--- config.mk ---
export PLATFORM = sky130hd
export DESIGN_NAME = bcd_timekeeper
export DESIGN_NICKNAME = d
export VERILOG_FILES = /design/src/rtl/tk_pkg.sv /design/src/rtl/tk_prescaler.sv /design/src/rtl/tk_calendar.sv /design/src/rtl/tk_snapshot.sv /design/src/rtl/bcd_timekeeper.sv
export SDC_FILE = /design/constraint.sdc
export NUM_CORES = 1
export LEC_CHECK = 0
export CORE_AREA = 2 2 154 156
export CTS_CLUSTER_SIZE = 30
export DETAILED_ROUTE_END_ITERATION = 7
export DIE_AREA = 0 0 156 158
export PLACE_DENSITY_LB_ADDON = 0.3
export SLEW_MARGIN = 20
export SYNTH_ARGS = -nofsm -noshare
export SYNTH_HDL_FRONTEND = slang
export SYNTH_HIERARCHICAL = 1
export SYNTH_SLANG_ARGS = --single-unit
--- constraint.sdc ---
create_clock -name clk -period 6.24 [get_ports clk]
set_clock_uncertainty 0.15 [all_clocks]
set_input_delay 1.248 -clock clk [delete_from_list [all_inputs] [get_ports clk]]
set_output_delay 1.248 -clock clk [all_outputs]
set_load 0.02 [all_outputs]
--- src/rtl/tk_pkg.sv ---
`timescale 1ns/1ps
package tk_pkg;

   localparam int ADDR_W     = 3;
   localparam int NUM_FIELDS = 7;
   localparam int NUM_SLOTS  = 2 ** ADDR_W;

   typedef logic [7:0] tk_byte_t;

   typedef enum logic [ADDR_W-1:0] {
      A_SEC   = 3'd0,
      A_MIN   = 3'd1,
      A_HOUR  = 3'd2,
      A_WDAY  = 3'd3,
      A_DATE  = 3'd4,
      A_MONTH = 3'd5,
      A_YEAR  = 3'd6,
      A_CTRL  = 3'd7
   } tk_addr_e;

   // bits that each register keeps on a write
   function automatic tk_byte_t keep_mask(input logic [ADDR_W-1:0] a);
      case (a)
         A_SEC, A_MIN, A_HOUR: return 8'h7F;
         A_WDAY:               return 8'h07;
         A_DATE:               return 8'h3F;
         A_MONTH:              return 8'h1F;
         A_YEAR:               return 8'hFF;
         default:              return 8'h80;
      endcase
   endfunction

   // two-digit BCD increment, no wrap handling
   function automatic tk_byte_t bcd_inc(input tk_byte_t v);
      if (v[3:0] == 4'd9)
         return {v[7:4] + 4'd1, 4'd0};
      else
         return {v[7:4], v[3:0] + 4'd1};
   endfunction

endpackage

--- src/rtl/tk_prescaler.sv ---
`timescale 1ns/1ps
module tk_prescaler #(
   parameter int DIV = 32768
) (
   input  logic clk,
   input  logic rst_n,
   input  logic run,
   input  logic tick_en,
   input  logic restart,
   output logic strobe
);
   localparam int            CW   = (DIV > 1) ? $clog2(DIV) : 1;
   localparam logic [CW-1:0] LAST = CW'(DIV - 1);
   localparam bit            POW2 = ((DIV & (DIV - 1)) == 0);

   logic [CW-1:0] cnt;

   initial begin
      assert (DIV >= 2) else $error("tk_prescaler: DIV must be at least 2");
   end

   assign strobe = run && tick_en && !restart && (cnt == LAST);

   generate
      if (POW2) begin : g_wrap
         always_ff @(posedge clk) begin
            if (!rst_n || restart)    cnt <= '0;
            else if (run && tick_en)  cnt <= cnt + 1'b1;
         end
      end else begin : g_cmp
         always_ff @(posedge clk) begin
            if (!rst_n || restart)    cnt <= '0;
            else if (run && tick_en)  cnt <= (cnt == LAST) ? '0 : cnt + 1'b1;
         end
      end
   endgenerate

endmodule

--- src/rtl/tk_calendar.sv ---
`timescale 1ns/1ps
module tk_calendar
   import tk_pkg::*;
(
   input  logic                    clk,
   input  logic                    rst_n,
   input  logic                    advance,
   input  logic                    wr_en,
   input  logic [ADDR_W-1:0]       wr_addr,
   input  tk_byte_t                wr_data,
   output logic [NUM_FIELDS*8-1:0] fields_o
);
   tk_byte_t sec_q, min_q, hour_q, wday_q, date_q, mon_q, year_q;
   tk_byte_t sec_d, min_d, hour_d, wday_d, date_d, mon_d, year_d;
   tk_byte_t month_end, hr12_inc;
   logic     c_min, c_hour, c_day, c_mon, c_year, leap;

   always_comb begin
      // multiple of four: (2*tens + ones) mod 4 == 0
      leap = (({year_q[4], 1'b0} + year_q[1:0]) == 2'b00);
      case (mon_q)
         8'h02:                      month_end = leap ? 8'h29 : 8'h28;
         8'h04, 8'h06, 8'h09, 8'h11: month_end = 8'h30;
         default:                    month_end = 8'h31;
      endcase
      hr12_inc = bcd_inc({3'b000, hour_q[4:0]});

      sec_d  = sec_q;  min_d  = min_q;  hour_d = hour_q;
      wday_d = wday_q; date_d = date_q; mon_d  = mon_q;  year_d = year_q;
      c_min = 1'b0; c_hour = 1'b0; c_day = 1'b0; c_mon = 1'b0; c_year = 1'b0;

      if (advance) begin
         if (sec_q == 8'h59) begin sec_d = 8'h00; c_min = 1'b1; end
         else                      sec_d = bcd_inc(sec_q);
      end
      if (c_min) begin
         if (min_q == 8'h59) begin min_d = 8'h00; c_hour = 1'b1; end
         else                      min_d = bcd_inc(min_q);
      end
      if (c_hour) begin
         if (hour_q[6]) begin
            if (hour_q[4:0] == 5'h11) begin
               hour_d = {2'b01, ~hour_q[5], 5'h12};
               c_day  = hour_q[5];
            end else if (hour_q[4:0] == 5'h12) begin
               hour_d = {2'b01, hour_q[5], 5'h01};
            end else begin
               hour_d = {2'b01, hour_q[5], hr12_inc[4:0]};
            end
         end else if (hour_q[5:0] == 6'h23) begin
            hour_d = 8'h00;
            c_day  = 1'b1;
         end else begin
            hour_d = bcd_inc(hour_q);
         end
      end
      if (c_day) begin
         wday_d = (wday_q == 8'h07) ? 8'h01 : wday_q + 8'h01;
         if (date_q == month_end) begin date_d = 8'h01; c_mon = 1'b1; end
         else                           date_d = bcd_inc(date_q);
      end
      if (c_mon) begin
         if (mon_q == 8'h12) begin mon_d = 8'h01; c_year = 1'b1; end
         else                      mon_d = bcd_inc(mon_q);
      end
      if (c_year)
         year_d = (year_q == 8'h99) ? 8'h00 : bcd_inc(year_q);

      if (wr_en) begin
         case (wr_addr)
            A_SEC:   sec_d  = wr_data;
            A_MIN:   min_d  = wr_data;
            A_HOUR:  hour_d = wr_data;
            A_WDAY:  wday_d = wr_data;
            A_DATE:  date_d = wr_data;
            A_MONTH: mon_d  = wr_data;
            A_YEAR:  year_d = wr_data;
            default: ;
         endcase
      end
   end

   always_ff @(posedge clk) begin
      if (!rst_n) begin
         sec_q  <= 8'h00; min_q  <= 8'h00; hour_q <= 8'h00;
         wday_q <= 8'h01; date_q <= 8'h01; mon_q  <= 8'h01; year_q <= 8'h00;
      end else begin
         sec_q  <= sec_d;  min_q  <= min_d;  hour_q <= hour_d;
         wday_q <= wday_d; date_q <= date_d; mon_q  <= mon_d;  year_q <= year_d;
      end
   end

   assign fields_o = {year_q, mon_q, date_q, wday_q, hour_q, min_q, sec_q};

endmodule

--- src/rtl/tk_snapshot.sv ---
`timescale 1ns/1ps
module tk_snapshot
   import tk_pkg::*;
#(
   parameter int N = NUM_FIELDS
) (
   input  logic               clk,
   input  logic               rst_n,
   input  logic               capture,
   input  logic [N*8-1:0]     live,
   input  logic               halt,
   input  logic [ADDR_W-1:0]  rd_addr,
   output tk_byte_t           rd_data,
   output logic [N*8-1:0]     snap_o
);
   logic [NUM_SLOTS*8-1:0] slots;

   initial begin
      assert (N < NUM_SLOTS) else $error("tk_snapshot: no slot left for control");
   end

   generate
      for (genvar i = 0; i < N; i++) begin : g_fld
         tk_byte_t q;
         always_ff @(posedge clk) begin
            if (!rst_n)       q <= '0;
            else if (capture) q <= live[i*8 +: 8];
         end
         assign slots[i*8 +: 8]  = q;
         assign snap_o[i*8 +: 8] = q;
      end
      for (genvar j = N; j < NUM_SLOTS; j++) begin : g_pad
         if (j == int'(A_CTRL)) begin : g_ctrl
            assign slots[j*8 +: 8] = {halt, 7'b0};
         end else begin : g_zero
            assign slots[j*8 +: 8] = 8'h00;
         end
      end
   endgenerate

   assign rd_data = slots[rd_addr*8 +: 8];

endmodule

--- src/rtl/bcd_timekeeper.sv ---
`timescale 1ns/1ps
module bcd_timekeeper
   import tk_pkg::*;
#(
   parameter int PRESCALE_DIV = 32768
) (
   input  logic              clk,
   input  logic              rst_n,
   input  logic              osc_tick,
   input  logic              wr_en,
   input  logic [ADDR_W-1:0] wr_addr,
   input  logic [7:0]        wr_data,
   input  logic              rd_begin,
   input  logic [ADDR_W-1:0] rd_addr,
   output logic [7:0]        rd_data,
   output logic              update_tick
);
   logic                    halt_q;
   logic                    sec_load;
   logic                    strobe;
   tk_byte_t                wr_kept;
   logic [NUM_FIELDS*8-1:0] live_fields;
   logic [NUM_FIELDS*8-1:0] snap_fields;

   assign wr_kept  = wr_data & keep_mask(wr_addr);
   assign sec_load = wr_en && (wr_addr == A_SEC);

   always_ff @(posedge clk) begin
      if (!rst_n) begin
         halt_q      <= 1'b1;
         update_tick <= 1'b0;
      end else begin
         if (wr_en && (wr_addr == A_CTRL)) halt_q <= wr_kept[7];
         update_tick <= strobe;
      end
   end

   tk_prescaler #(.DIV(PRESCALE_DIV)) u_pre (
      .clk(clk), .rst_n(rst_n), .run(!halt_q), .tick_en(osc_tick),
      .restart(sec_load), .strobe(strobe)
   );

   tk_calendar u_cal (
      .clk(clk), .rst_n(rst_n), .advance(strobe), .wr_en(wr_en),
      .wr_addr(wr_addr), .wr_data(wr_kept), .fields_o(live_fields)
   );

   tk_snapshot #(.N(NUM_FIELDS)) u_snap (
      .clk(clk), .rst_n(rst_n), .capture(rd_begin), .live(live_fields),
      .halt(halt_q), .rd_addr(rd_addr), .rd_data(rd_data), .snap_o(snap_fields)
   );

endmodule

# Word-level counts from Yosys, hierarchy flattened
# Cells that the tools add are included.
[classes] n_reduce_logical=13 bitwise_logic=2 mux=53 addsub=16 eq_ne=28 shift=1
[ops] op="$mux W8" count=35
[ops] op="$shiftx A64 B7 Y8" count=1
[ops] op="$add A4 B1 Y4 const B" count=12
[ops] op="$pmux W8 S5" count=1
[ops] op="$eq A4 B4 Y1 const B" count=6
[ops] op="$eq A8 B3 Y1 const B" count=3
[ops] op="$eq A8 B5 Y1 const B" count=2
[ops] op="$eq A8 B7 Y1 const B" count=2
[ops] op="$pmux W8 S2" count=1
[ops] op="$add A15 B1 Y15 const B" count=1
[ops] op="$eq A15 B15 Y1 const B" count=1
[ops] op="$mux W1" count=13
[ops] op="$eq A3 B3 Y1 const B" count=4
[ops] op="$eq A5 B5 Y1 const B" count=2
[ops] op="$mux W5" count=2
[ops] op="$add A8 B1 Y8 const B" count=1
[ops] op="$and A8 B8 Y8" count=1
[ops] op="$eq A8 B2 Y1 const B" count=1
[ops] op="$eq A8 B4 Y1 const B" count=1
[ops] op="$eq A8 B8 Y1" count=1
[ops] op="$eq A8 B8 Y1 const B" count=1
[ops] op="$eq A3 B2 Y1 const B" count=2
[ops] op="$eq A6 B6 Y1 const B" count=1
[ops] op="$mux W6" count=1
[ops] op="other kinds (11)" count=17
[totals] elab_cells=130 ff_bits=129 input_bits=19 out_inout_bits=9

# Longest topological paths before layout
[depth] ltp_word=13 depth_mapped=12 depth_no_buf=10

# Hierarchy
# Netlist, hierarchy kept.
[modules_own_cells] module="tk_calendar" area_per_inst_um2=3789.9 n_inst=1 seq_area_each_um2=1121.1 cells_per_inst=493
[modules_own_cells] module="tk_snapshot" area_per_inst_um2=2582.5 n_inst=1 seq_area_each_um2=1121.1 cells_per_inst=240
[modules_own_cells] module="tk_prescaler" area_per_inst_um2=733.2 n_inst=1 seq_area_each_um2=300.3 cells_per_inst=86
[modules_own_cells] module="bcd_timekeeper" area_per_inst_um2=158.9 n_inst=1 seq_area_each_um2=40.0 cells_per_inst=21

# Worst setup path before layout
# Ideal clock, no wire load.
[synth_path] kind="input to register" startpoint="in osc_tick" endpoint="reg u_cal.date_q[7]" setup_slack_ns=2.228 stages=8 t_arrival_ns=3.771 cell_sequence="nand4_2 -> nor4_1 -> and3b_1 -> nand4b_1 -> nor4_1 -> nand3_1 -> or3_1 -> a311oi_1"
[synth_between] elab_chain_len=9
[synth_rtl] element="start: declaration" line="bcd_timekeeper.sv:9" rtl="input logic osc_tick,"
[synth_rtl] element="$logic_and A1 B1 Y1 (*) (3 in a row)" line="tk_prescaler.sv:22" rtl="assign strobe = run && tick_en && !restart && (cnt == LAST);"
[synth_rtl] element="named net strobe" line="bcd_timekeeper.sv:20" rtl="logic strobe;"
[synth_rtl] element="$mux W1 (*)" line="tk_calendar.sv:32" rtl="if (advance) begin"
[synth_rtl] element="$mux W1 (*)" line="tk_calendar.sv:36" rtl="if (c_min) begin"
[synth_rtl] element="$mux W1 (*)" line="tk_calendar.sv:40" rtl="if (c_hour) begin"
[synth_rtl] element="$mux W8 (*)" line="tk_calendar.sv:57" rtl="if (c_day) begin"
[synth_rtl] element="$mux W8" line="tk_calendar.sv:70" rtl="case (wr_addr)"
[synth_rtl] element="$mux W8 (*)" line="tk_calendar.sv:69" rtl="if (wr_en) begin"
[synth_rtl] element="end signal: assignment" line="tk_calendar.sv:89" rtl="wday_q <= wday_d; date_q <= date_d; mon_q <= mon_d; year_q <= year_d;"
[synth_rtl] element="end: declaration" line="tk_calendar.sv:13" rtl="tk_byte_t sec_q, min_q, hour_q, wday_q, date_q, mon_q, year_q;"
# Mark *: on every way through the listed nets, which the timed path passes. The rest lies on a longest branch.
# A chain may end at the register's enable or synchronous reset.

# Worst setup path in the final report
[layout_path] startpoint="in rd_addr[0]" endpoint="out rd_data[7]"
[layout_between] elab_chain_len=1
[layout_rtl] element="start: declaration" line="bcd_timekeeper.sv:14" rtl="input logic [ADDR_W-1:0] rd_addr,"
[layout_rtl] element="$shiftx A64 B7 Y8" line="tk_snapshot.sv:41" rtl="assign rd_data = slots[rd_addr*8 +: 8];"
[layout_rtl] element="end: declaration" line="bcd_timekeeper.sv:15" rtl="output logic [7:0] rd_data,"
# No other way between the ends.

==> results.md <==
- Core Area: 23,050 um^2
- Combinational fraction of design power: roughly 8.0%
- Fin. Hold Viols: 0
- Layout Utilization: 36.17%
- Hold_buf cts: 0
- Die width: around 160 um
- Global route overflow: 0
- Post-synth top area share: a little over a third
- Post-Syn Instances: 840
- Drt via density: between 5 and 6
- Max transition margin: 36.83%
- Post-CTS setup buffer count: 0
- Placement Setup Slack: around 1.1 ns
- Clock power frac: approximately 50%
- Slowest CP cell: clkdlybuf4s50_1
- Clock sink count: approximately 130
- Cell variety after synth: 70
- Sequential fraction of the synthesis area: between 30% and 40%
- Drt wl/cell: 17.55 um
- Drt first pass iters: 7
- Leakage: 2.973 nW
- Worst-path maximum fanout: 17
- Slew Limit Fails: 0
- Synth top area cells: dfxtp_1, mux2i_1, nor2b_1
- RePlAce Congestion: approximately 0.78
- Crit path kind: in -> out
- Post-Syn Area: roughly 7300 um^2
- DRC viols: 0
- Worst Tran Pin Value: 0.9475 ns
- Area leader, netlist: dfxtp_1
- Row count: 56
- Cts bufs inserted: 17
- TritonCTS clock tree: yes
- Crit-path max cell delay: 0.96 ns
- Yosys reg bits: roughly 130
- Clock transition at the registers of the reported paths: roughly 0.060 ns
- Worst Path Buf+Inv: 2
- Most used DFF post-synth: dfxtp_1
- Ant. Diodes: 0
- Number of synthesized flops with an enable pin: 0
- Antenna viol nets, final: 0
- Crit path cell chain: clkdlybuf4s50_1, mux4_2, mux2_2, clkdlybuf4s50_1
- Crit start category: primary input
- Nets: just under 900
- Final worst path period share: about four fifths
- Avg Synthesized Cell Area: roughly 8.6 um^2
- Post-cts resize count: 0
- DP HPWL: ~14 mm
- Final Setup Violations: 0
- FF-to-FF setup slack: between 2 and 2.5 ns
- Overall Global Routing Usage: 16.76%
- H-Tree Depth: 4
- Clk root buf: clkbuf_16
- Async set or reset register ratio after synthesis: 0%
- Area of the die: ~25,000 um^2
- Top cell by count, worst path: clkdlybuf4s50_1
- Die height: about 160 um
- Setup TNS: 0 ns
- Largest net degree at the start of global routing: 88
- WP data required: just under 5 ns
- Max Cap Viol: 0
- Antenna violations before repair: 0
- Layout cell share with drive strength beyond 1: 7.523%
- Cell area power density: ~240 nW/um^2
- First-pass GRT wire length: approximately 31 mm
- Vias in the first global route: approximately 5,500
- Layout area overhead: 14.78%
- Clk buf depth: 2
- Num ports: 28
- Status: completed
- Initial drt markers: 560
- Commonest cells after routing, fill and taps aside: dfxtp_1, mux2i_1, nor2b_1
- DR vias: between 6,000 and 7,000
- Clk Latency, worst-skew pair: 0.42 ns
- Setup ws final: around 1.2 ns
- Critical path data arrival time: about 3.6 ns
- Yosys warning count: 6
- Port bufs: 27
- Fillers: between 2,000 and 2,500
- Cell-internal power: ~1.5 mW
- Leading cell type in the layout, fill and taps excluded: dfxtp_1
- Peak VDD IR: 0.0001899 V
- Net Sw Power: approximately 530 uW
- Tmin final: slightly above 5 ns
- CP top delay family: buffers and inverters
- Routed wire length: just over 20 mm
- Seq pwr share: between 40% and 50%
- Unrepaired setup endpoints after global routing: false
- Critical path endpoint category: primary output
- Initial Utilization: between 30% and 40%
- Fmax: between 150 and 200 MHz
- Post-Syn Nets: about 900
- Hold Crit Class: reg -> reg
- Switching part of the total: a little over a quarter
## state kept, by name, indices dropped and copies added (netlist names)
signal and count:
halt_q 1, u_cal/date_q 8, u_cal/hour_q 8, u_cal/min_q 8, u_cal/mon_q 8, u_cal/sec_q 8
u_cal/wday_q 8, u_cal/year_q 8, u_pre/cnt 15, u_snap/g_fld.q 56, update_tick 1
## synthesized netlist by cell type, drive strengths merged, types with 5 or more instances
cell	instances
dfxtp	129
mux2i	90
nor2b	69
nand2	58
nor2	54
o21ai	43
a21oi	35
nand3	32
clkbuf	28
a31oi	25
inv	24
ha	21
nand4	17
buf	16
nor3	15
a211oi	13
nand2b	12
nor4	12
o31ai	12
or4	12
and2	11
a22o	8
or2	8
xnor2	8
xor2	8
and3	7
a311oi	6
nor3b	5
or3	5
## tightest hold or removal path: stages (launching register included)
cell and delay (ns):
dfxtp_1 0.32, nand2_1 0.05, mux2i_1 0.06
## layer usage
metal  track usage (%)  vias up  wire, um
li1                  -     3097         -
met1             25.51     2912     10590
met2             23.70      154      8296
met3             3.312       19      1149
met4             4.587        0       225
met5                 0        -         0
## layout make-up
class	count	area [um^2]	share of cell area (%)
multi-input cells	642	4384	52.58
flip-flops and latches	129	2582	30.97
clock buffers	18	439.2	5.267
well taps	290	362.8	4.352
repair buffers	36	330.3	3.962
clock inverters	14	145.1	1.741
inverters	25	93.84	1.125
## metrics by stage
stage          hold slack, ns  cells  instance area, um^2  total power [mW]
2_1_floorplan          0.2883    840                 7264            0.9877
3_3_place_gp           0.2987   1122                 7754             1.047
3_5_place_dp           0.3112   1122                 7754             1.048
4_1_cts                0.3232   1154                 8338             2.034
5_1_grt                0.3592   1154                 8338             2.087
6_report               0.3278   1154                 8338             2.010
## power by group through the flow
stage | combinational, mW | clock (mW) | sequential, mW
floorplan | 0.115 | 0 | 0.872
global placement | 0.160 | 0 | 0.887
detailed placement | 0.161 | 0 | 0.887
CTS | 0.161 | 1.00 | 0.869
global route | 0.177 | 1.04 | 0.872
finish | 0.161 | 0.979 | 0.870
## kinds of logic after synthesis
logic type,share of synthesized area [%]
AND/OR/NAND/NOR,25.78
flip-flops,35.55
multiplexers,13.49
AO/OA/AOI/OAI,15.54
adder cells (fa/ha/maj),3.617
XOR/XNOR,1.929
buffers and inverters,4.099
## path summary, 6_finish.rpt
path,end,start,depth (start not counted)
worst max-delay path,rd_data[7],rd_addr[0],4
worst min-delay path,u_pre/cnt[13]$_SDFFE_PP0P_,u_pre/cnt[13]$_SDFFE_PP0P_,2
worst max register to register,u_cal/year_q[4]$_SDFF_PN0_,halt_q$_SDFFE_PN1P_,11
worst min register to register,u_pre/cnt[13]$_SDFFE_PP0P_,u_pre/cnt[13]$_SDFFE_PP0P_,2
(Power assumes the default switching activity.)
